`src/rtl/arc_pkg.sv`:
```
// Shared types and constants for the audio routing controller.
package arc_pkg;
    // Number of output channels that carry a mute bit.
    localparam int NUM_CH = 6;

    // Framing states of the bus receiver.
    typedef enum logic [2:0] {
        RX_IDLE,
        RX_ADDR,
        RX_ADDR_ACK,
        RX_DATA,
        RX_DATA_ACK,
        RX_SKIP
    } rx_state_t;

    // Source selection codes driven on src_sel_o.
    typedef enum logic [2:0] {
        SRC_GRP1  = 3'd0,
        SRC_GRP2  = 3'd1,
        SRC_GRP3  = 3'd2,
        SRC_GRP4  = 3'd3,
        SRC_MULTI = 3'd4
    } src_t;

    // Command classes, taken from the upper nibble of a data byte.
    localparam logic [3:0] OP_MUTE   = 4'hF;
    localparam logic [3:0] OP_SOURCE = 4'hC;
    localparam logic [3:0] OP_SURR   = 4'hD;
    localparam logic [3:0] OP_MIX    = 4'h9;
endpackage

```
`src/rtl/arc_line_filter.sv`:
```
// arc_line_filter: brings one open-drain bus line into the clock domain.
// It uses a SYNC_STAGES flop synchronizer and then a majority-free filter
// that changes its output only after FILT_LEN equal samples in a row.
// It reports one-cycle rise and fall strobes of the filtered level.
// Assumes: the line idles high, and the pulses to reject are shorter
// than FILT_LEN clocks.
module arc_line_filter #(
    parameter int SYNC_STAGES = 2,
    parameter int FILT_LEN    = 3
) (
    input  logic clk,
    input  logic rst_n,
    input  logic line_i,
    output logic level_o,
    output logic rise_o,
    output logic fall_o
);
    localparam logic [FILT_LEN-1:0] ALL_HI = '1;
    localparam logic [FILT_LEN-1:0] ALL_LO = '0;

    logic [SYNC_STAGES-1:0] sync_q;
    logic [FILT_LEN-1:0]    hist_q;
    logic                   level_q;
    logic                   level_d1_q;

    // Synchronizer chain, reset to the idle-high bus level.
    always_ff @(posedge clk) begin
        if (!rst_n) sync_q <= '1;
        else        sync_q <= {sync_q[SYNC_STAGES-2:0], line_i};
    end

    // Sample history used to decide whether the line has settled.
    always_ff @(posedge clk) begin
        if (!rst_n) hist_q <= ALL_HI;
        else        hist_q <= {hist_q[FILT_LEN-2:0], sync_q[SYNC_STAGES-1]};
    end

    // Filtered level: it moves only on a run of identical samples.
    always_ff @(posedge clk) begin
        if (!rst_n)                 level_q <= 1'b1;
        else if (hist_q == ALL_HI)  level_q <= 1'b1;
        else if (hist_q == ALL_LO)  level_q <= 1'b0;
    end

    // Delayed copy of the level, kept for edge detection.
    always_ff @(posedge clk) begin
        if (!rst_n) level_d1_q <= 1'b1;
        else        level_d1_q <= level_q;
    end

    assign level_o = level_q;
    assign rise_o  = level_q & ~level_d1_q;
    assign fall_o  = ~level_q & level_d1_q;
endmodule

```
`src/rtl/arc_rx_fsm.sv`:
```
// arc_rx_fsm: write-only bus slave framing. It finds START and STOP,
// shifts bytes in MSB first, checks the address byte and drives the
// acknowledge. It emits a strobe for each complete data byte.
// Assumes: filtered, synchronous SCL/SDA levels and edge strobes, and
// SDA edges while SCL is high only as START or STOP.
module arc_rx_fsm
    import arc_pkg::*;
#(
    parameter logic [6:0] DEV_ADDR  = 7'h4A,
    parameter int         BYTE_BITS = 8
) (
    input  logic                 clk,
    input  logic                 rst_n,
    input  logic                 scl,
    input  logic                 sda,
    input  logic                 scl_rise,
    input  logic                 scl_fall,
    input  logic                 sda_rise,
    input  logic                 sda_fall,
    output logic                 byte_stb,
    output logic [BYTE_BITS-1:0] byte_data,
    output logic                 pull_o
);
    localparam int CNT_W = $clog2(BYTE_BITS + 1);
    localparam logic [CNT_W-1:0]     FULL_CNT   = CNT_W'(BYTE_BITS);
    localparam logic [BYTE_BITS-1:0] ADDR_WRITE = {DEV_ADDR, 1'b0};

    rx_state_t            state_q;
    logic [CNT_W-1:0]     cnt_q;
    logic [BYTE_BITS-1:0] shreg_q;
    logic                 pull_q;
    logic                 bus_start;
    logic                 bus_stop;
    logic                 byte_end;

    // Bus conditions: an SDA edge while SCL stays high.
    assign bus_start = sda_fall & scl;
    assign bus_stop  = sda_rise & scl;
    // The SCL fall after the eighth bit closes a byte.
    assign byte_end  = scl_fall & (cnt_q == FULL_CNT) & ~bus_start & ~bus_stop;

    // Framing state machine together with the bit shifter and the ack drive.
    always_ff @(posedge clk) begin
        if (!rst_n) begin
            state_q <= RX_IDLE;
            cnt_q   <= '0;
            shreg_q <= '0;
            pull_q  <= 1'b0;
        end else if (bus_start) begin
            state_q <= RX_ADDR;
            cnt_q   <= '0;
            pull_q  <= 1'b0;
        end else if (bus_stop) begin
            state_q <= RX_IDLE;
            cnt_q   <= '0;
            pull_q  <= 1'b0;
        end else begin
            unique case (state_q)
                RX_ADDR, RX_DATA: begin
                    if (scl_rise && cnt_q != FULL_CNT) begin
                        shreg_q <= {shreg_q[BYTE_BITS-2:0], sda};
                        cnt_q   <= cnt_q + 1'b1;
                    end else if (byte_end) begin
                        cnt_q <= '0;
                        if (state_q == RX_DATA) begin
                            state_q <= RX_DATA_ACK;
                            pull_q  <= 1'b1;
                        end else if (shreg_q == ADDR_WRITE) begin
                            state_q <= RX_ADDR_ACK;
                            pull_q  <= 1'b1;
                        end else begin
                            state_q <= RX_SKIP;
                        end
                    end
                end
                RX_ADDR_ACK, RX_DATA_ACK: begin
                    if (scl_fall) begin
                        state_q <= RX_DATA;
                        pull_q  <= 1'b0;
                    end
                end
                default: ;
            endcase
        end
    end

    assign byte_stb  = (state_q == RX_DATA) & byte_end;
    assign byte_data = shreg_q;
    assign pull_o    = pull_q;
endmodule

```
`src/rtl/arc_cmd_decode.sv`:
```
// arc_cmd_decode: turns each accepted command byte into the routing
// registers: source, per-channel mutes, surround enable and mix gain.
// Bytes that match no pattern leave every register as it is.
// Assumes: byte_stb is a one-cycle pulse with byte_data valid at it.
module arc_cmd_decode
    import arc_pkg::*;
#(
    parameter int N_CH = NUM_CH
) (
    input  logic            clk,
    input  logic            rst_n,
    input  logic            byte_stb,
    input  logic [7:0]      byte_data,
    output logic [2:0]      src_sel_o,
    output logic [N_CH-1:0] mute_o,
    output logic            surround_en_o,
    output logic            surround_eff_o,
    output logic            mix_boost_o
);
    localparam logic [2:0] ALL_FIELD = 3'b111;

    logic [3:0] opcode;
    logic [2:0] mute_field;
    logic       is_mute;
    logic       src_hit;
    src_t       src_new;
    src_t       src_q;
    logic       surr_q;
    logic       mix_q;

    assign opcode     = byte_data[7:4];
    assign mute_field = byte_data[3:1];
    assign is_mute    = byte_stb & (opcode == OP_MUTE);

    // Source code lookup; unlisted codes raise no hit.
    always_comb begin
        src_hit = 1'b1;
        src_new = SRC_GRP1;
        unique case (byte_data[3:0])
            4'b1011: src_new = SRC_GRP1;
            4'b1010: src_new = SRC_GRP2;
            4'b1001: src_new = SRC_GRP3;
            4'b1000: src_new = SRC_GRP4;
            4'b0111: src_new = SRC_MULTI;
            default: src_hit = 1'b0;
        endcase
    end

    // Source register, loaded only by a valid source command.
    always_ff @(posedge clk) begin
        if (!rst_n)                                         src_q <= SRC_GRP1;
        else if (byte_stb && opcode == OP_SOURCE && src_hit) src_q <= src_new;
    end

    // One mute flop per channel, hit by its own field or by the all-channel field.
    for (genvar ch = 0; ch < N_CH; ch++) begin : g_mute
        always_ff @(posedge clk) begin
            if (!rst_n)
                mute_o[ch] <= 1'b1;
            else if (is_mute && (mute_field == 3'(ch) || mute_field == ALL_FIELD))
                mute_o[ch] <= byte_data[0];
        end
    end

    // Surround enable: a clear LSB turns it on.
    always_ff @(posedge clk) begin
        if (!rst_n)                                          surr_q <= 1'b0;
        else if (byte_stb && byte_data[7:1] == {OP_SURR, 3'b000}) surr_q <= ~byte_data[0];
    end

    // Mixed-channel gain: a set LSB selects the boost.
    always_ff @(posedge clk) begin
        if (!rst_n)                                         mix_q <= 1'b0;
        else if (byte_stb && byte_data[7:1] == {OP_MIX, 3'b000}) mix_q <= byte_data[0];
    end

    assign src_sel_o      = src_q;
    assign surround_en_o  = surr_q;
    assign surround_eff_o = surr_q & (src_q != SRC_MULTI);
    assign mix_boost_o    = mix_q;
endmodule

```
`src/rtl/audio_route_ctrl.sv`:
```
// audio_route_ctrl: top of the bus-commanded audio routing controller.
// It filters the two bus lines, frames write transfers to DEV_ADDR and
// decodes each data byte into the routing control registers.
// Assumes: clk runs at least 20x the bus bit rate, and SDA is open-drain
// with the pad pulling low whenever sda_pull_o is 1.
module audio_route_ctrl
    import arc_pkg::*;
#(
    parameter logic [6:0] DEV_ADDR    = 7'h4A,
    parameter int         SYNC_STAGES = 2,
    parameter int         FILT_LEN    = 3
) (
    input  logic              clk,
    input  logic              rst_n,
    input  logic              scl_i,
    input  logic              sda_i,
    output logic              sda_pull_o,
    output logic [2:0]        src_sel_o,
    output logic [NUM_CH-1:0] mute_o,
    output logic              surround_en_o,
    output logic              surround_eff_o,
    output logic              mix_boost_o
);
    localparam int N_LINES = 2; // index 0 = SCL, 1 = SDA

    logic [N_LINES-1:0] raw_lines;
    logic [N_LINES-1:0] lvl;
    logic [N_LINES-1:0] rise;
    logic [N_LINES-1:0] fall;
    logic               byte_stb;
    logic [7:0]         byte_data;

    assign raw_lines = {sda_i, scl_i};

    // The same conditioning path is used for each bus line.
    for (genvar ln = 0; ln < N_LINES; ln++) begin : g_line
        arc_line_filter #(
            .SYNC_STAGES (SYNC_STAGES),
            .FILT_LEN    (FILT_LEN)
        ) u_filt (
            .clk     (clk),
            .rst_n   (rst_n),
            .line_i  (raw_lines[ln]),
            .level_o (lvl[ln]),
            .rise_o  (rise[ln]),
            .fall_o  (fall[ln])
        );
    end

    arc_rx_fsm #(
        .DEV_ADDR  (DEV_ADDR),
        .BYTE_BITS (8)
    ) u_rx (
        .clk       (clk),
        .rst_n     (rst_n),
        .scl       (lvl[0]),
        .sda       (lvl[1]),
        .scl_rise  (rise[0]),
        .scl_fall  (fall[0]),
        .sda_rise  (rise[1]),
        .sda_fall  (fall[1]),
        .byte_stb  (byte_stb),
        .byte_data (byte_data),
        .pull_o    (sda_pull_o)
    );

    arc_cmd_decode #(
        .N_CH (NUM_CH)
    ) u_dec (
        .clk            (clk),
        .rst_n          (rst_n),
        .byte_stb       (byte_stb),
        .byte_data      (byte_data),
        .src_sel_o      (src_sel_o),
        .mute_o         (mute_o),
        .surround_en_o  (surround_en_o),
        .surround_eff_o (surround_eff_o),
        .mix_boost_o    (mix_boost_o)
    );
endmodule

```
`config.mk`:
```
export PLATFORM = sky130hd
export DESIGN_NAME = audio_route_ctrl
export DESIGN_NICKNAME = d
export VERILOG_FILES = /design/src/rtl/arc_pkg.sv /design/src/rtl/arc_line_filter.sv /design/src/rtl/arc_rx_fsm.sv /design/src/rtl/arc_cmd_decode.sv /design/src/rtl/audio_route_ctrl.sv
export SDC_FILE = /design/constraint.sdc
export NUM_CORES = 1
export LEC_CHECK = 0
export BUFFER_PORTS_ARGS = -buffer_cell sky130_fd_sc_hd__clkbuf_2
export CORE_MARGIN = 2
export CORE_UTILIZATION = 60
export CTS_CLUSTER_SIZE = 16
export DETAILED_ROUTE_END_ITERATION = 12
export GPL_TIMING_DRIVEN = 0
export PLACE_DENSITY = 0.92
export SLEW_MARGIN = 40
export SYNTH_ARGS = -nofsm -noshare
export SYNTH_HDL_FRONTEND = slang
export SYNTH_SLANG_ARGS = --single-unit
```
`constraint.sdc`:
```
create_clock -name clk -period 3.8 [get_ports clk]
set_input_delay 0.76 -clock clk [delete_from_list [all_inputs] [get_ports clk]]
set_output_delay 0.76 -clock clk [all_outputs]
set_load 0.02 [all_outputs]
```
# [Yosys cells after proc, flatten, opt, wreduce, memory -nomap -nowiden]
# Cells that the tools add are included.
[classes] bitwise_logic=20 add_sub_neg=1 eq_ne=32 mux=18 reduce_logical=34
[ops] operator="$eq A4 B4 Y1 const B" count=7
[ops] operator="$eq A3 B3 Y1 const B" count=6
[ops] operator="$mux W3" count=5
[ops] operator="$eq A7 B7 Y1 const B" count=2
[ops] operator="$and A1 B1 Y1" count=12
[ops] operator="$eq A3 B2 Y1 const B" count=4
[ops] operator="$pmux W3 S4" count=1
[ops] operator="$reduce_and A4 Y1" count=3
[ops] operator="$logic_and A1 B1 Y1" count=11
[ops] operator="$logic_not A3 Y1" count=3
[ops] operator="$eq A8 B8 Y1 const B" count=1
[ops] operator="$mux W1" count=8
[ops] operator="$mux W4" count=2
[ops] operator="$ne A4 B1 Y1 const B" count=2
[ops] operator="$not A1 Y1" count=8
[ops] operator="$reduce_or A2 Y1" count=4
[ops] operator="$eq A3 B1 Y1 const B" count=2
[ops] operator="$logic_or A1 B1 Y1" count=6
[ops] operator="$pmux W3 S2" count=1
[ops] operator="$reduce_and A5 Y1" count=1
[ops] operator="$reduce_or A5 Y1" count=1
[ops] operator="$add A4 B1 Y4 const B" count=1
[ops] operator="$eq A4 B3 Y1 const B" count=1
[ops] operator="$ne A2 B1 Y1 const B" count=2
[ops] operator="10 further kinds" count=11
[totals] output_inout_bits=13 regBits=41 in_bits=4 elab_cells=127

# [Logic depth before layout (Yosys ltp)]
# Gate-level depths: netlist of the first run.
[depth] word_depth=11 depth_mapped=7 ltp_nobuf=6

# [Modules after synthesis]
# Synthesis of the first run repeated with hierarchy kept, for this count alone.
[hier_totals] cells_unflattened=190 hier_area_um2=1880.6
[by_module_without_submodules] module="arc_rx_fsm" area_per_inst_um2=832.0 n_inst=1 seq_area_each_um2=320.3 cells_per_inst=88
[by_module_without_submodules] module="arc_cmd_decode" area_per_inst_um2=620.6 n_inst=1 seq_area_each_um2=220.2 cells_per_inst=66
[by_module_without_submodules] module="arc_line_filter" area_per_inst_um2=214.0 n_inst=2 seq_area_each_um2=140.1 cells_per_inst=18

# [Worst setup path before layout of the first run]
# OpenSTA, ideal clock, no wires.
[synth_path] path_kind="flip-flop to output port" from="register u_dec.src_q[0] (netlist: u_dec.src_sel_o[0])" to="output surround_eff_o" arrival_time_ns=1.024 n_path_buf=0 path_stages_with_launch=3 t_required_ns=3.040 slack_ns=2.016 path_cell_list="dfxtp_1 > nor2_1 > a21boi_0"
[synth_via] elab_chain_len=2
[synth_lines] element="start: declaration" line_no="arc_cmd_decode.sv:27" source="src_t src_q;"
[synth_lines] element="start signal: assignment" line_no="arc_cmd_decode.sv:52" source="else if (byte_stb && opcode == OP_SOURCE && src_hit) src_q <= src_new;"
[synth_lines] element="$ne A3 B3 Y1" line_no="arc_cmd_decode.sv:79" source="assign surround_eff_o = surr_q & (src_q != SRC_MULTI);"
[synth_lines] element="$and A1 B1 Y1" line_no="arc_cmd_decode.sv:79"
[synth_lines] element="end: declaration" line_no="audio_route_ctrl.sv:21" source="output logic surround_eff_o,"
# No other way between the ends.

# [Worst setup path after layout of the first run]
[layout_path] from="register u_rx.cnt_q[0]" to="register u_dec.src_q[2] (netlist: u_dec.src_sel_o[2])"
[layout_via] elab_chain_len=7
[layout_lines] element="start: declaration" line_no="arc_rx_fsm.sv:29" source="logic [CNT_W-1:0] cnt_q;"
[layout_lines] element="start signal: assignment" line_no="arc_rx_fsm.sv:62" source="cnt_q <= cnt_q + 1'b1;"
[layout_lines] element="$eq A4 B4 Y1" line_no="arc_rx_fsm.sv:40" source="assign byte_end = scl_fall & (cnt_q == FULL_CNT) & ~bus_start & ~bus_stop;"
[layout_lines] element="$and A1 B1 Y1 (3 in series)" line_no="arc_rx_fsm.sv:40"
[layout_lines] element="$and A1 B1 Y1" line_no="arc_rx_fsm.sv:87" source="assign byte_stb = (state_q == RX_DATA) & byte_end;"
[layout_lines] element="$logic_and A1 B1 Y1 (2 in series)" line_no="arc_cmd_decode.sv:52"
# No other way between the ends.
# A chain may end at the register's enable or synchronous reset.

==> Implementation_results.wiki, run 1 <==
{| class="wikitable"
! Metric !! Value
|-
| Fraction of post-synthesis cell area in the top cell type by area || 45.5%
|-
| Worst Path Class, Setup || register to register
|-
| FF-to-FF End || u_dec.src_sel_o[2]
|-
| Cell taking the most area after synthesis || sky130_fd_sc_hd__dfxtp_1
|-
| Postcts setup bufs || 0
|-
| Post-synthesis cell count || 190
|-
| CP arrival || between 2 and 2.5 ns
|-
| Insertion delay to the later sink of the worst-skew pair || ~0.35 ns
|-
| Vias in the first global route || 1,352
|-
| Startpoint types || register
|-
| Asr flop ratio synth || 0%
|-
| Hold-fix buffers at CTS || 0
|-
| Hold Vio Cnt, Final || 0
|-
| Setup slack after layout || between 1.5 and 2 ns
|-
| Horizontal die dimension || about 60 um
|-
| Start of the worst register-to-register path || u_rx.cnt_q[0]
|-
| Post-CTS clock slew at the launch and capture registers of the worst setup and hold paths || roughly 0.12 ns
|-
| Slew Viols, Final || 0
|-
| Most common flop cell mapped by yosys || sky130_fd_sc_hd__dfxtp_1
|-
| Minimum period implied by the final worst setup slack || around 2 ns
|-
| Total of warnings raised by yosys || 0
|-
| Termination of the worst setup path || u_dec.src_sel_o[2]
|-
| Routed vias/inst || approximately 5.7
|-
| Commonest cells in the netlist || sky130_fd_sc_hd__dfxtp_1 (41), sky130_fd_sc_hd__nor2_1 (24), sky130_fd_sc_hd__nand2_1 (17)
|-
| DRC || 1
|-
| Half-perimeter wire length after detailed placement || about 2300 um
|-
| TritonCTS clock tree || yes
|-
| Worst r2r path cells || 6
|-
| Fraction of final layout cells sized beyond drive strength 1 || between 15 and 20%
|-
| Starting Density || about 64%
|-
| Die area || 0.00346 sq mm
|-
| Unrepaired setup endpoints after global routing || no
|-
| Number of buffer cells added on primary ports || 16
|-
| Post-Place Worst Slack || about 1.8 ns
|-
| Global-route wire length before repair || 5460 um
|-
| Setup clock skew after layout || about 0.0067 ns
|-
| Placed Instances || approximately 240
|-
| Cell Pwr Density || around 370 mW/mm^2
|-
| Area added between synthesis and finish || 11.5%
|-
| Largest net degree at the start of global routing || 14
|-
| Library cells used by synthesis || 42
|-
| Crit-path leading delay family || simple AND/OR/NAND/NOR gates
|-
| Largest stage delay on the critical path || ~0.43 ns
|-
| Initial DRT Pass Iterations || 8
|-
| Worst slew margin relative to its limit || 64.6%
|-
| Worst-margin pin slew || around 0.52 ns
|-
| Setup slack, reg-to-reg || 1.83 ns
|-
| Portion of the post-synthesis area used by sequential elements || between 40% and 50%
|-
| Count of boundary I/O pins || 17
|-
| MaxCap Viol Count || 0
|-
| Worst setup EP type || register
|-
| Dominant cells by area after synthesis || sky130_fd_sc_hd__dfxtp_1 (46%), sky130_fd_sc_hd__mux2i_1 (7.8%), sky130_fd_sc_hd__nor2_1 (5.0%)
|-
| Count of antenna-violating nets left after detailed routing || 0
|-
| Number of nets in the layout || 219
|-
| Clock root buffer || sky130_fd_sc_hd__clkbuf_4
|-
| Setup violations, final || 0
|-
| H-Tree Depth || 2
|-
| Overall fraction of global-route tracks in use || between 20% and 30%
|-
| Wire length per cell after detailed routing || roughly 13 um
|-
| Gp weighted congestion || approximately 0.81
|-
| Fin cells || about 250
|-
| Post-Synthesis Net Count || between 150 and 200
|-
| Fillcell total || 222
|-
| Antenna Diode Count || 0
|-
| Critical path buffer and inverter count || 1
|-
| Die Span Y || 58.8 um
|-
| Count of standard-cell rows || 19
|-
| Hold Path Class || register to register
|-
| Beginning of the critical path || u_rx.cnt_q[0]
|-
| Result of the run || finished, violations left
|-
| End-of-flow core utilization || a little under three quarters
|-
| Initial antenna violation count || 0
|-
| Inserted Clock Buffers || 5
|-
| Worst-path maximum fanout || 8
|-
| WP data required || 4.06 ns
|-
| Detailed router's first-iteration violation count || 70
|-
| Worst-case hold slack || about 0.42 ns
|-
| Sequential cell area || 821 sq um
|-
| Final-layout setup total negative slack || 0 ns
|-
| Number of stages on the worst setup path || 6
|-
| Sink Count || 41
|-
| Maximum count of clock buffers along a single path || 2
|-
| Cells traversed along the worst timing path || inv_1, ha_1, nand3b_2, nor3_1, and3_2, mux2_2
|-
| Worst vdd rail ir drop || between 300 and 400 uV
|-
| Post-synthesis register bit count || slightly above 40
|-
| Most common cell in the synthesized netlist || sky130_fd_sc_hd__dfxtp_1
|-
| Core Region || between 0.002 and 0.003 sq mm
|-
| Library cell contributing the largest single delay on the critical path || sky130_fd_sc_hd__nor3_1
|-
| Tcrit/Tclk final || 51.8%
|-
| Total overflow reported by the global router || 0
|-
| Cell area after technology mapping || between 0.0015 and 0.002 sq mm
|-
| Post_cts resized || 0
|-
| Detailed-route wire length || between 3000 and 4000 um
|-
| Leak Pwr || around 0.85 nW
|-
| Mean area per synthesized cell || ~9.5 sq um
|-
| Violated checks || design-rule violations
|-
| Maximum frequency from static timing analysis || slightly above 500 MHz
|-
| Via count || roughly 1,400
|-
| EDFF count, synth || 0
|-
| Footprint of the multi-input gates || slightly above 900 sq um
|}
-- worst reg2reg max path: cells and delay by family (launching register included) --
| family | cells | cell delay (ns) |
|---|---|---|
| adder cells (fa/ha/maj) | 1 | 0.17 |
| buffers and inverters | 1 | 0.09 |
| flip-flops | 1 | 0.36 |
| multiplexers | 1 | 0.34 |
| AND/OR/NAND/NOR | 3 | 0.93 |
-- cells by family after synthesis --
family | synth area share (%)
and+or+nand+nor | 28.2
adders and majority gates | 1.39
buffers and inverters | 3.96
AOI/OAI and AO/OA | 10.1
xor gates and xnor gates | 2.43
muxes | 8.40
DFF | 45.5
-- state kept, by name (all words and copies together), names as in the netlist --
signal	flops
u_rx.byte_data	8
u_rx.cnt_q	4
g_line.u_filt.hist_q	6
u_rx.pull_o	1
u_dec.mute_o	6
g_line.u_filt.sync_q	4
u_dec.src_sel_o	3
u_rx.state_q	3
u_dec.surround_en_o	1
g_line.u_filt.level_d1_q	2
g_line.u_filt.level_o	2
u_dec.mix_boost_o	1
-- final cells by class --
cell class | count | area share [%]
Timing Repair Buffer | 16 | 3.98
Inverter | 4 | 0.747
Sequential cell | 41 | 40.8
Buffer | 9 | 2.80
Multi-Input combinational cell | 136 | 45.3
Clock inverter | 2 | 1.87
Clock buffer | 6 | 2.55
Tap cell | 31 | 1.93
-- power breakdown --
part	switching [mW]	internal, mW	total [mW]
sequential	0.00101	0.433	0.434
combinational	0.0104	0.00429	0.0147
clock	0.144	0.156	0.301
-- cell usage in the layout (no fill, tap or decap), types with 3 or more instances in the layout --
| cell type | Yosys | routed |
|---|---|---|
| sky130_fd_sc_hd__buf_2 | 3 | 3 |
| sky130_fd_sc_hd__a41oi_1 | 3 | 3 |
| sky130_fd_sc_hd__inv_1 | 3 | 3 |
| sky130_fd_sc_hd__a311oi_1 | 3 | 3 |
| sky130_fd_sc_hd__clkbuf_1 | 3 | 3 |
| sky130_fd_sc_hd__dfxtp_1 | 41 | 41 |
| sky130_fd_sc_hd__o21ai_0 | 5 | 5 |
| sky130_fd_sc_hd__nand3_1 | 9 | 9 |
| sky130_fd_sc_hd__mux2i_1 | 14 | 14 |
| sky130_fd_sc_hd__nand2b_1 | 14 | 14 |
| sky130_fd_sc_hd__xnor2_1 | 3 | 3 |
| sky130_fd_sc_hd__clkbuf_4 | 0 | 5 |
| sky130_fd_sc_hd__nand2_1 | 17 | 17 |
| sky130_fd_sc_hd__clkbuf_2 | 0 | 16 |
| sky130_fd_sc_hd__a21oi_1 | 8 | 8 |
| sky130_fd_sc_hd__nor2_1 | 24 | 24 |
-- worst min-delay path by stage --
stage / start / end / slack, ns / cells past startpoint
final: g_line[1].u_filt.sync_q[1] / g_line[1].u_filt.hist_q[0] / 0.42 / 1
after global routing: g_line[1].u_filt.sync_q[1] / g_line[1].u_filt.hist_q[0] / 0.45 / 1
after CTS: g_line[1].u_filt.sync_q[1] / g_line[1].u_filt.hist_q[0] / 0.43 / 1
after detailed placement: g_line[1].u_filt.sync_q[1] / g_line[1].u_filt.hist_q[0] / 0.40 / 1
after global placement: g_line[0].u_filt.sync_q[1] / g_line[0].u_filt.hist_q[0] / 0.39 / 1
after floorplan: g_line[0].u_filt.sync_q[1] / g_line[0].u_filt.hist_q[0] / 0.39 / 1
-- stage by stage --
step                      cell area (sq um)  total power [mW]
after floorplan                        1800             0.452
after global placement                 1920             0.458
after global routing                   2010             0.769
final                                  2010             0.749
after CTS                              2010             0.753
after detailed placement               1920             0.458
-- routing by layer --
layer  vias up  global-route usage [%]  routed length (um)
met5         -                       0                   0
met4         0                    9.74                  60
met3         8                    4.84                 121
met2        31                    36.0                1500
met1       649                    24.7                1560
li1        719                       -                   -
Power figures use the tool's default switching activity.
==> run 2: changes to the inputs <==
--- a/config.mk
+++ b/config.mk
@@ -7,11 +7,11 @@
 export LEC_CHECK = 0
 export BUFFER_PORTS_ARGS = -buffer_cell sky130_fd_sc_hd__clkbuf_2
 export CORE_MARGIN = 2
-export CORE_UTILIZATION = 60
+export CORE_UTILIZATION = 52
 export CTS_CLUSTER_SIZE = 16
 export DETAILED_ROUTE_END_ITERATION = 12
 export GPL_TIMING_DRIVEN = 0
-export PLACE_DENSITY = 0.92
+export PLACE_DENSITY = 0.85
 export SLEW_MARGIN = 40
 export SYNTH_ARGS = -nofsm -noshare
 export SYNTH_HDL_FRONTEND = slang
==> constraint.sdc (replaced) <==
create_clock -name clk -period 1.8 [get_ports clk]
set_input_delay 0.36 -clock clk [delete_from_list [all_inputs] [get_ports clk]]
set_output_delay 0.36 -clock clk [all_outputs]
set_load 0.02 [all_outputs]
==> Implementation_results.wiki, run 2 (synthesized netlist as in run 1, its figures left out) <==
{| class="wikitable"
! Metric !! Value
|-
| TritonCTS clock tree || yes
|-
| Total overflow reported by the global router || 0
|-
| Detailed router's first-iteration violation count || 74
|-
| Core Region || ~0.0033 sq mm
|-
| Worst Hold Path Cells || 2
|-
| Worst r2r path cells || 6
|-
| Number of stages on the worst setup path || 6
|-
| Leak Pwr || around 0.88 nW
|-
| Cell area after placement || approximately 0.0019 sq mm
|-
| Library cell contributing the largest single delay on the critical path || sky130_fd_sc_hd__dfxtp_2
|-
| Placed Instances || 252
|-
| Commonest cells after routing, fill and taps aside || sky130_fd_sc_hd__dfxtp_1 (40), sky130_fd_sc_hd__nor2_1 (24), sky130_fd_sc_hd__nand2_1 (17)
|-
| Via count || approximately 1,400
|-
| Antenna Diode Count || 0
|-
| Hold Vio Cnt, Final || 0
|-
| Detailed-route wire length || approximately 3300 um
|-
| Largest stage delay on the critical path || approximately 0.36 ns
|-
| Vias in the first global route || 1,311
|-
| Fraction of final layout cells sized beyond drive strength 1 || between 15 and 20%
|-
| Routed vias/inst || about 5.4
|-
| Largest net degree at the start of global routing || 14
|-
| Leading cell type in the layout, fill and taps excluded || sky130_fd_sc_hd__dfxtp_1
|-
| Worst-case hold slack || ~0.18 ns
|-
| FF-to-FF End || u_dec.src_sel_o[2]
|-
| Starting Density || a little over half
|-
| Worst vdd rail ir drop || about 500 uV
|-
| Worst slew margin relative to its limit || 66.1%
|-
| Post-route cell area || roughly 0.0021 sq mm
|-
| Count of standard-cell rows || 21
|-
| Count of antenna-violating nets left after detailed routing || 0
|-
| H-Tree Depth || 2
|-
| Fin cells || 262
|-
| Setup clock skew after layout || 0.00439 ns
|-
| Result of the run || finished, final reports clean
|-
| Initial antenna violation count || 0
|-
| Setup slack, reg-to-reg || between 0.09 and 0.1 ns
|-
| Overall fraction of global-route tracks in use || 18.3%
|-
| Largest register FFs || 8
|-
| Worst setup EP type || register
|-
| Number of buffer cells added on primary ports || 16
|-
| Worst-path maximum fanout || 7
|-
| Fillcell total || 288
|-
| Maximum frequency from static timing analysis || about 590 MHz
|-
| Gp weighted congestion || 0.810
|-
| Hold-fix buffers at CTS || 0
|-
| Minimum period implied by the final worst setup slack || approximately 1.7 ns
|-
| DRC || 0
|-
| Critical path buffer and inverter count || 1
|-
| Die area || slightly below 0.004 sq mm
|-
| Global-route wire length before repair || 5780 um
|-
| Startpoint types || register
|-
| Total Power Consumption || between 1.5 and 2 mW
|-
| Insertion delay to the later sink of the worst-skew pair || between 0.3 and 0.4 ns
|-
| Initial DRT Pass Iterations || 4
|-
| Maximum count of clock buffers along a single path || 2
|-
| Cell Pwr Density || roughly 800 mW/mm^2
|-
| CP arrival || roughly 2.0 ns
|-
| WP data required || 2.06 ns
|-
| Area added between synthesis and finish || 15.3%
|-
| Post-CTS clock slew at the launch and capture registers of the worst setup and hold paths || 0.12 ns
|-
| Start point of the worst min-delay path || sda_i
|-
| Worst Hold Path EP || g_line[1].u_filt.sync_q[0]
|-
| Cells traversed along the worst timing path || inv_1, ha_1, nand3b_4, nor3_4, and3_2, mux2_2
|-
| Worst-margin pin slew || 0.507 ns
|-
| Horizontal die dimension || ~63 um
|-
| Inserted Clock Buffers || 5
|-
| Count of boundary I/O pins || 17
|-
| Sink Count || between 40 and 50
|-
| MaxCap Viol Count || 0
|-
| Hold Path Class || input port to register
|-
| Wire length per cell after detailed routing || roughly 13 um
|-
| Slew Viols, Final || 0
|-
| Setup violations, final || 0
|-
| Die Span Y || 62.9 um
|-
| Clock root buffer || sky130_fd_sc_hd__clkbuf_4
|-
| Start of the worst register-to-register path || u_rx.cnt_q[0]
|-
| Crit-path leading delay family || simple AND/OR/NAND/NOR gates
|-
| Number of nets in the layout || about 220
|-
| End-of-flow core utilization || between 60% and 70%
|-
| Half-perimeter wire length after detailed placement || approximately 2300 um
|-
| Tcrit/Tclk final || 94.9%
|-
| Worst Path Class, Setup || register to register
|}
[run 2: changes by cell type in the layout (fill, tap and decap cells not counted)]
cell | before | now
sky130_fd_sc_hd__nand3b_2 | 1 | 0
sky130_fd_sc_hd__bufinv_16 | 1 | 2
sky130_fd_sc_hd__nor3_1 | 2 | 1
sky130_fd_sc_hd__clkinvlp_4 | 1 | 0
sky130_fd_sc_hd__nor3_4 | 0 | 1
sky130_fd_sc_hd__dfxtp_2 | 0 | 1
sky130_fd_sc_hd__dfxtp_1 | 41 | 40
sky130_fd_sc_hd__clkinv_2 | 0 | 1
sky130_fd_sc_hd__buf_4 | 1 | 3
sky130_fd_sc_hd__nand3b_4 | 0 | 1
sky130_fd_sc_hd__clkbuf_8 | 1 | 0
[run 2: final cells by class]
type | count | area, sq um | area share (%)
clock inverter | 3 | 65.1 | 3.13
inverter | 4 | 15.0 | 0.722
sequential | 41 | 822 | 39.5
multi-input combinational | 136 | 931 | 44.8
clock buffer | 5 | 37.5 | 1.81
buffer | 9 | 56.3 | 2.71
timing repair buffer | 18 | 95.1 | 4.57
tap | 46 | 57.6 | 2.77
[run 2: metal layers]
layer,wire [um],up-vias,share of wire (%),GRT usage (%)
met2,1470,30,45,29.4
met5,0,-,0,0
met1,1620,647,49,23.1
li1,-,720,-,-
met3,154,5,4.7,5.95
met4,39,0,1.2,5.83
[run 2: power by group]
part | total, mW | switching, mW | internal (mW)
Combinational | 0.0316 | 0.0226 | 0.00906
Clock | 0.744 | 0.314 | 0.430
Sequential | 0.916 | 0.00193 | 0.914
[run 2: worst max path at each step]
| stage | slack, ns | end | startpoint |
|---|---|---|---|
| 2_1_floorplan | 0.13 | u_dec.src_sel_o[2] | u_rx.cnt_q[0] |
| 3_3_place_gp | -0.06 | u_dec.src_sel_o[2] | u_rx.cnt_q[0] |
| 3_5_place_dp | -0.08 | u_dec.src_sel_o[2] | u_rx.cnt_q[0] |
| 4_1_cts | 0.01 | u_dec.mute_o[5] | u_rx.cnt_q[0] |
| 5_1_grt | -0.0008 | u_dec.mute_o[5] | u_rx.cnt_q[1] |
| 6_report | 0.09 | u_dec.src_sel_o[2] | u_rx.cnt_q[0] |
[run 2: worst reg2reg max path, cell delays in order, from the launching register on]
cell and delay [ns]:
sky130_fd_sc_hd__dfxtp_2 0.36, sky130_fd_sc_hd__inv_1 0.07, sky130_fd_sc_hd__ha_1 0.19, sky130_fd_sc_hd__nand3b_4 0.15, sky130_fd_sc_hd__nor3_4 0.25, sky130_fd_sc_hd__and3_2 0.26
sky130_fd_sc_hd__mux2_2 0.34
[run 2: what timing repair did]
action                     CTS  global route
pin swaps                    0             1
setup endpoints to repair    1             7
setup buffers                0             2
resized for setup            2             2
[run 2: through the flow]
stage	setup TNS, ns	worst slack, ns
2_1_floorplan	0	0.130
3_3_place_gp	-0.0632	-0.0632
3_5_place_dp	-0.0754	-0.0754
4_1_cts	0	0.0113
5_1_grt	-0.000825	-0.000825
6_report	0	0.0923
==> run 3: changes to the inputs <==
--- a/config.mk
+++ b/config.mk
@@ -12,7 +12,9 @@
 export DETAILED_ROUTE_END_ITERATION = 12
 export GPL_TIMING_DRIVEN = 0
 export PLACE_DENSITY = 0.85
+export RECOVER_POWER = 50
 export SLEW_MARGIN = 40
 export SYNTH_ARGS = -nofsm -noshare
 export SYNTH_HDL_FRONTEND = slang
+export SYNTH_HIERARCHICAL = 1
 export SYNTH_SLANG_ARGS = --single-unit
==> Implementation_results.wiki, run 3 <==
{| class="wikitable"
! Metric !! Value
|-
| Detailed router's first-iteration violation count || approximately 100
|-
| Initial DRT Pass Iterations || 4
|-
| Fillcell total || ~280
|-
| Largest net degree at the start of global routing || 21
|-
| Clock root buffer || sky130_fd_sc_hd__clkbuf_4
|-
| Hold-fix buffers at CTS || 0
|-
| Most common flop cell mapped by yosys || sky130_fd_sc_hd__dfxtp_1
|-
| Library cell contributing the largest single delay on the critical path || sky130_fd_sc_hd__dfxtp_2
|-
| Startpoint types || register
|-
| Start of the worst register-to-register path || g_line[1].u_filt/level_o
|-
| Cell area after placement || approximately 0.0020 sq mm
|-
| Initial antenna violation count || 0
|-
| Worst Hold Path Cells || 2
|-
| Sequential power share || 62.1%
|-
| Worst slew margin relative to its limit || around 73%
|-
| Hold Path Class || input port to register
|-
| Half-perimeter wire length after detailed placement || approximately 2200 um
|-
| Pint || roughly 1.2 mW
|-
| Cell area after technology mapping || 0.00188 sq mm
|-
| EDFF count, synth || 0
|-
| Global-route wire length before repair || a little over 6000 um
|-
| Setup violations, final || 0
|-
| Count of antenna-violating nets left after detailed routing || 0
|-
| Slew Viols, Final || 0
|-
| Commonest cells after routing, fill and taps aside || sky130_fd_sc_hd__dfxtp_1 (37), sky130_fd_sc_hd__nor2b_1 (18), sky130_fd_sc_hd__mux2i_1 (15)
|-
| Start point of the worst min-delay path || scl_i
|-
| Antenna Diode Count || 0
|-
| Overall fraction of global-route tracks in use || between 10% and 20%
|-
| Sink Count || 41
|-
| End-of-flow core utilization || 63.8%
|-
| Die Span Y || about 64 um
|-
| FF-to-FF End || u_dec/src_sel_o[0]
|-
| Post-route cell area || 0.00218 sq mm
|-
| Unrepaired setup endpoints after global routing || yes
|-
| Setup clock skew after layout || roughly 0.0069 ns
|-
| Setup slack, reg-to-reg || between 0.015 and 0.02 ns
|-
| Post-Synthesis Net Count || approximately 200
|-
| Fraction of post-synthesis cell area in the top cell type by area || 43.6%
|-
| Die area || 0.00411 sq mm
|-
| Worst-path maximum fanout || 6
|-
| Asr flop ratio synth || 0%
|-
| Dominant cells by area after synthesis || sky130_fd_sc_hd__dfxtp_1 (44%), sky130_fd_sc_hd__mux2i_1 (8.0%), sky130_fd_sc_hd__nor2b_1 (7.0%)
|-
| Mean area per synthesized cell || approximately 10 sq um
|-
| Final-layout setup total negative slack || 0 ns
|-
| Minimum period implied by the final worst setup slack || between 1.5 and 2 ns
|-
| Insertion delay to the later sink of the worst-skew pair || 0.36 ns
|-
| Inserted Clock Buffers || 5
|-
| Post-CTS clock slew at the launch and capture registers of the worst setup and hold paths || about 0.12 ns
|-
| Placed Instances || ~250
|-
| Count of boundary I/O pins || 17
|-
| Leading cell type in the layout, fill and taps excluded || sky130_fd_sc_hd__dfxtp_1
|-
| Largest stage delay on the critical path || around 0.37 ns
|-
| Tcrit/Tclk final || approximately 99%
|-
| Number of nets in the layout || ~230
|-
| Wire length per cell after detailed routing || 12.7 um
|-
| Worst-margin pin slew || 0.399 ns
|-
| TritonCTS clock tree || yes
|-
| Vias in the first global route || between 1,000 and 1,500
|-
| Total of warnings raised by yosys || 6
|-
| Worst Hold Path EP || g_line[0].u_filt/sync_q[0]
|-
| Post-synthesis cell count || 190
|-
| Largest register FFs || 8
|-
| CP arrival || 2.05 ns
|-
| Worst Path Class, Setup || register to register
|-
| Detailed-route wire length || around 3400 um
|-
| Worst setup EP type || register
|-
| Core Region || 0.00342 sq mm
|-
| DRC || 0
|-
| Switch Pwr || around 0.32 mW
|-
| Routed vias/inst || approximately 5.3
|-
| Gp weighted congestion || roughly 0.83
|-
| Worst r2r path cells || 8
|-
| Commonest cells in the netlist || sky130_fd_sc_hd__dfxtp_1 (41), sky130_fd_sc_hd__nor2b_1 (21), sky130_fd_sc_hd__mux2i_1 (15)
|-
| Cell taking the most area after synthesis || sky130_fd_sc_hd__dfxtp_1
|-
| Cells traversed along the worst timing path || nor2b_2, o21ai_4, nand3_2, nor2_4, and3_4, buf_6, o211ai_2, a32o_2
|-
| MaxCap Viol Count || 0
|-
| Result of the run || finished, final reports clean
|-
| Library cells used by synthesis || 49
|-
| Switching portion of total power || between 20% and 30%
|-
| Worst vdd rail ir drop || 679 uV
|-
| Fraction of final layout cells sized beyond drive strength 1 || ~23%
|-
| Leak Pwr || about 0.88 nW
|-
| Portion of the post-synthesis area used by sequential elements || 43.6%
|-
| Total overflow reported by the global router || 0
|-
| Cell Pwr Density || between 600 and 700 mW/mm^2
|-
| Hold Vio Cnt, Final || 0
|-
| Horizontal die dimension || about 64 um
|-
| Fin cells || ~270
|-
| H-Tree Depth || 2
|-
| Most common cell in the synthesized netlist || sky130_fd_sc_hd__dfxtp_1
|-
| Number of buffer cells added on primary ports || 16
|-
| Clock network power share || between 30% and 40%
|-
| Starting Density || between 50 and 60%
|-
| Maximum count of clock buffers along a single path || 2
|-
| Post-synthesis register bit count || 41
|-
| WP data required || just over 2 ns
|-
| Worst-case hold slack || 0.175 ns
|-
| Via count || between 1,000 and 1,500
|-
| Logic pwr share || approximately 2.4%
|-
| Count of standard-cell rows || 21
|-
| Maximum frequency from static timing analysis || ~560 MHz
|-
| Area added between synthesis and finish || 15.8%
|}
run 3: what timing repair did:
item	CTS	global route
pin swaps	5	4
gates cloned	1	0
endpoints found under the setup margin	9	9
setup buffers	4	2
gates resized for setup	10	8
run 3: final cells by class:
class	instances	area [sq um]	share of cell area, %
Multi-Input combinational cell	134	1020	46.9
Clock buffer	7	65.1	2.99
Buffer	9	61.3	2.81
Inverter	6	22.5	1.03
Clock inverter	1	5.00	0.230
Tap cell	46	57.6	2.64
Sequential cell	41	828	38.0
Timing Repair Buffer	23	116	5.34
run 3: worst max-delay path by stage:
| stage | from | endpoint | slack [ns] | cells after the start |
|---|---|---|---|---|
| after floorplan | u_rx/cnt_q[0] | u_dec/src_sel_o[0] | 0.02 | 9 |
| after global placement | g_line[0].u_filt/level_o | u_dec/src_sel_o[1] | -0.17 | 8 |
| after detailed placement | g_line[0].u_filt/level_o | u_dec/src_sel_o[0] | -0.18 | 8 |
| after CTS | g_line[0].u_filt/level_o | u_dec/src_sel_o[0] | 0.005 | 8 |
| after global routing | u_rx/state_q[0] | u_dec/src_sel_o[0] | -0.09 | 7 |
| final | g_line[1].u_filt/level_o | u_dec/src_sel_o[0] | 0.02 | 8 |
run 3: power by group through the flow:
stage          logic, mW  clock network, mW  registers [mW]
3_5_place_dp      0.0353                  0           0.936
5_1_grt           0.0394              0.575           0.915
2_1_floorplan     0.0216                  0           0.935
4_1_cts           0.0353              0.539           0.914
3_3_place_gp      0.0350                  0           0.936
6_report          0.0351              0.522           0.914
run 3: cell families after synthesis:
| family | Yosys count | share of synthesized area (%) |
|---|---|---|
| muxes | 16 | 8.58 |
| xor gates and xnor gates | 5 | 2.33 |
| DFF | 41 | 43.6 |
| buffers and inverters | 15 | 4.26 |
| and+or+nand+nor | 85 | 28.0 |
| AOI/OAI and AO/OA | 26 | 11.8 |
| adders and majority gates | 2 | 1.33 |
run 3: per-layer routing:
layer	wire, um	track usage [%]	part of all wire [%]
met5	0	0	0
met4	70	12.0	2.1
met3	130	3.87	3.8
met2	1540	29.4	45
met1	1650	24.8	49
run 3: critical path: cells and delay by family, from the launching register on:
family | cells | cell delay, ns
simple gates | 4 | 0.63
compound gates | 3 | 0.59
flops | 1 | 0.37
buf+inv | 1 | 0.11
run 3: metrics by stage:
stage	setup slack (ns)	total power, mW
4_1_cts	0.00519	1.49
3_5_place_dp	-0.175	0.971
2_1_floorplan	0.0193	0.957
6_report	0.0152	1.47
5_1_grt	-0.0865	1.53
3_3_place_gp	-0.165	0.971
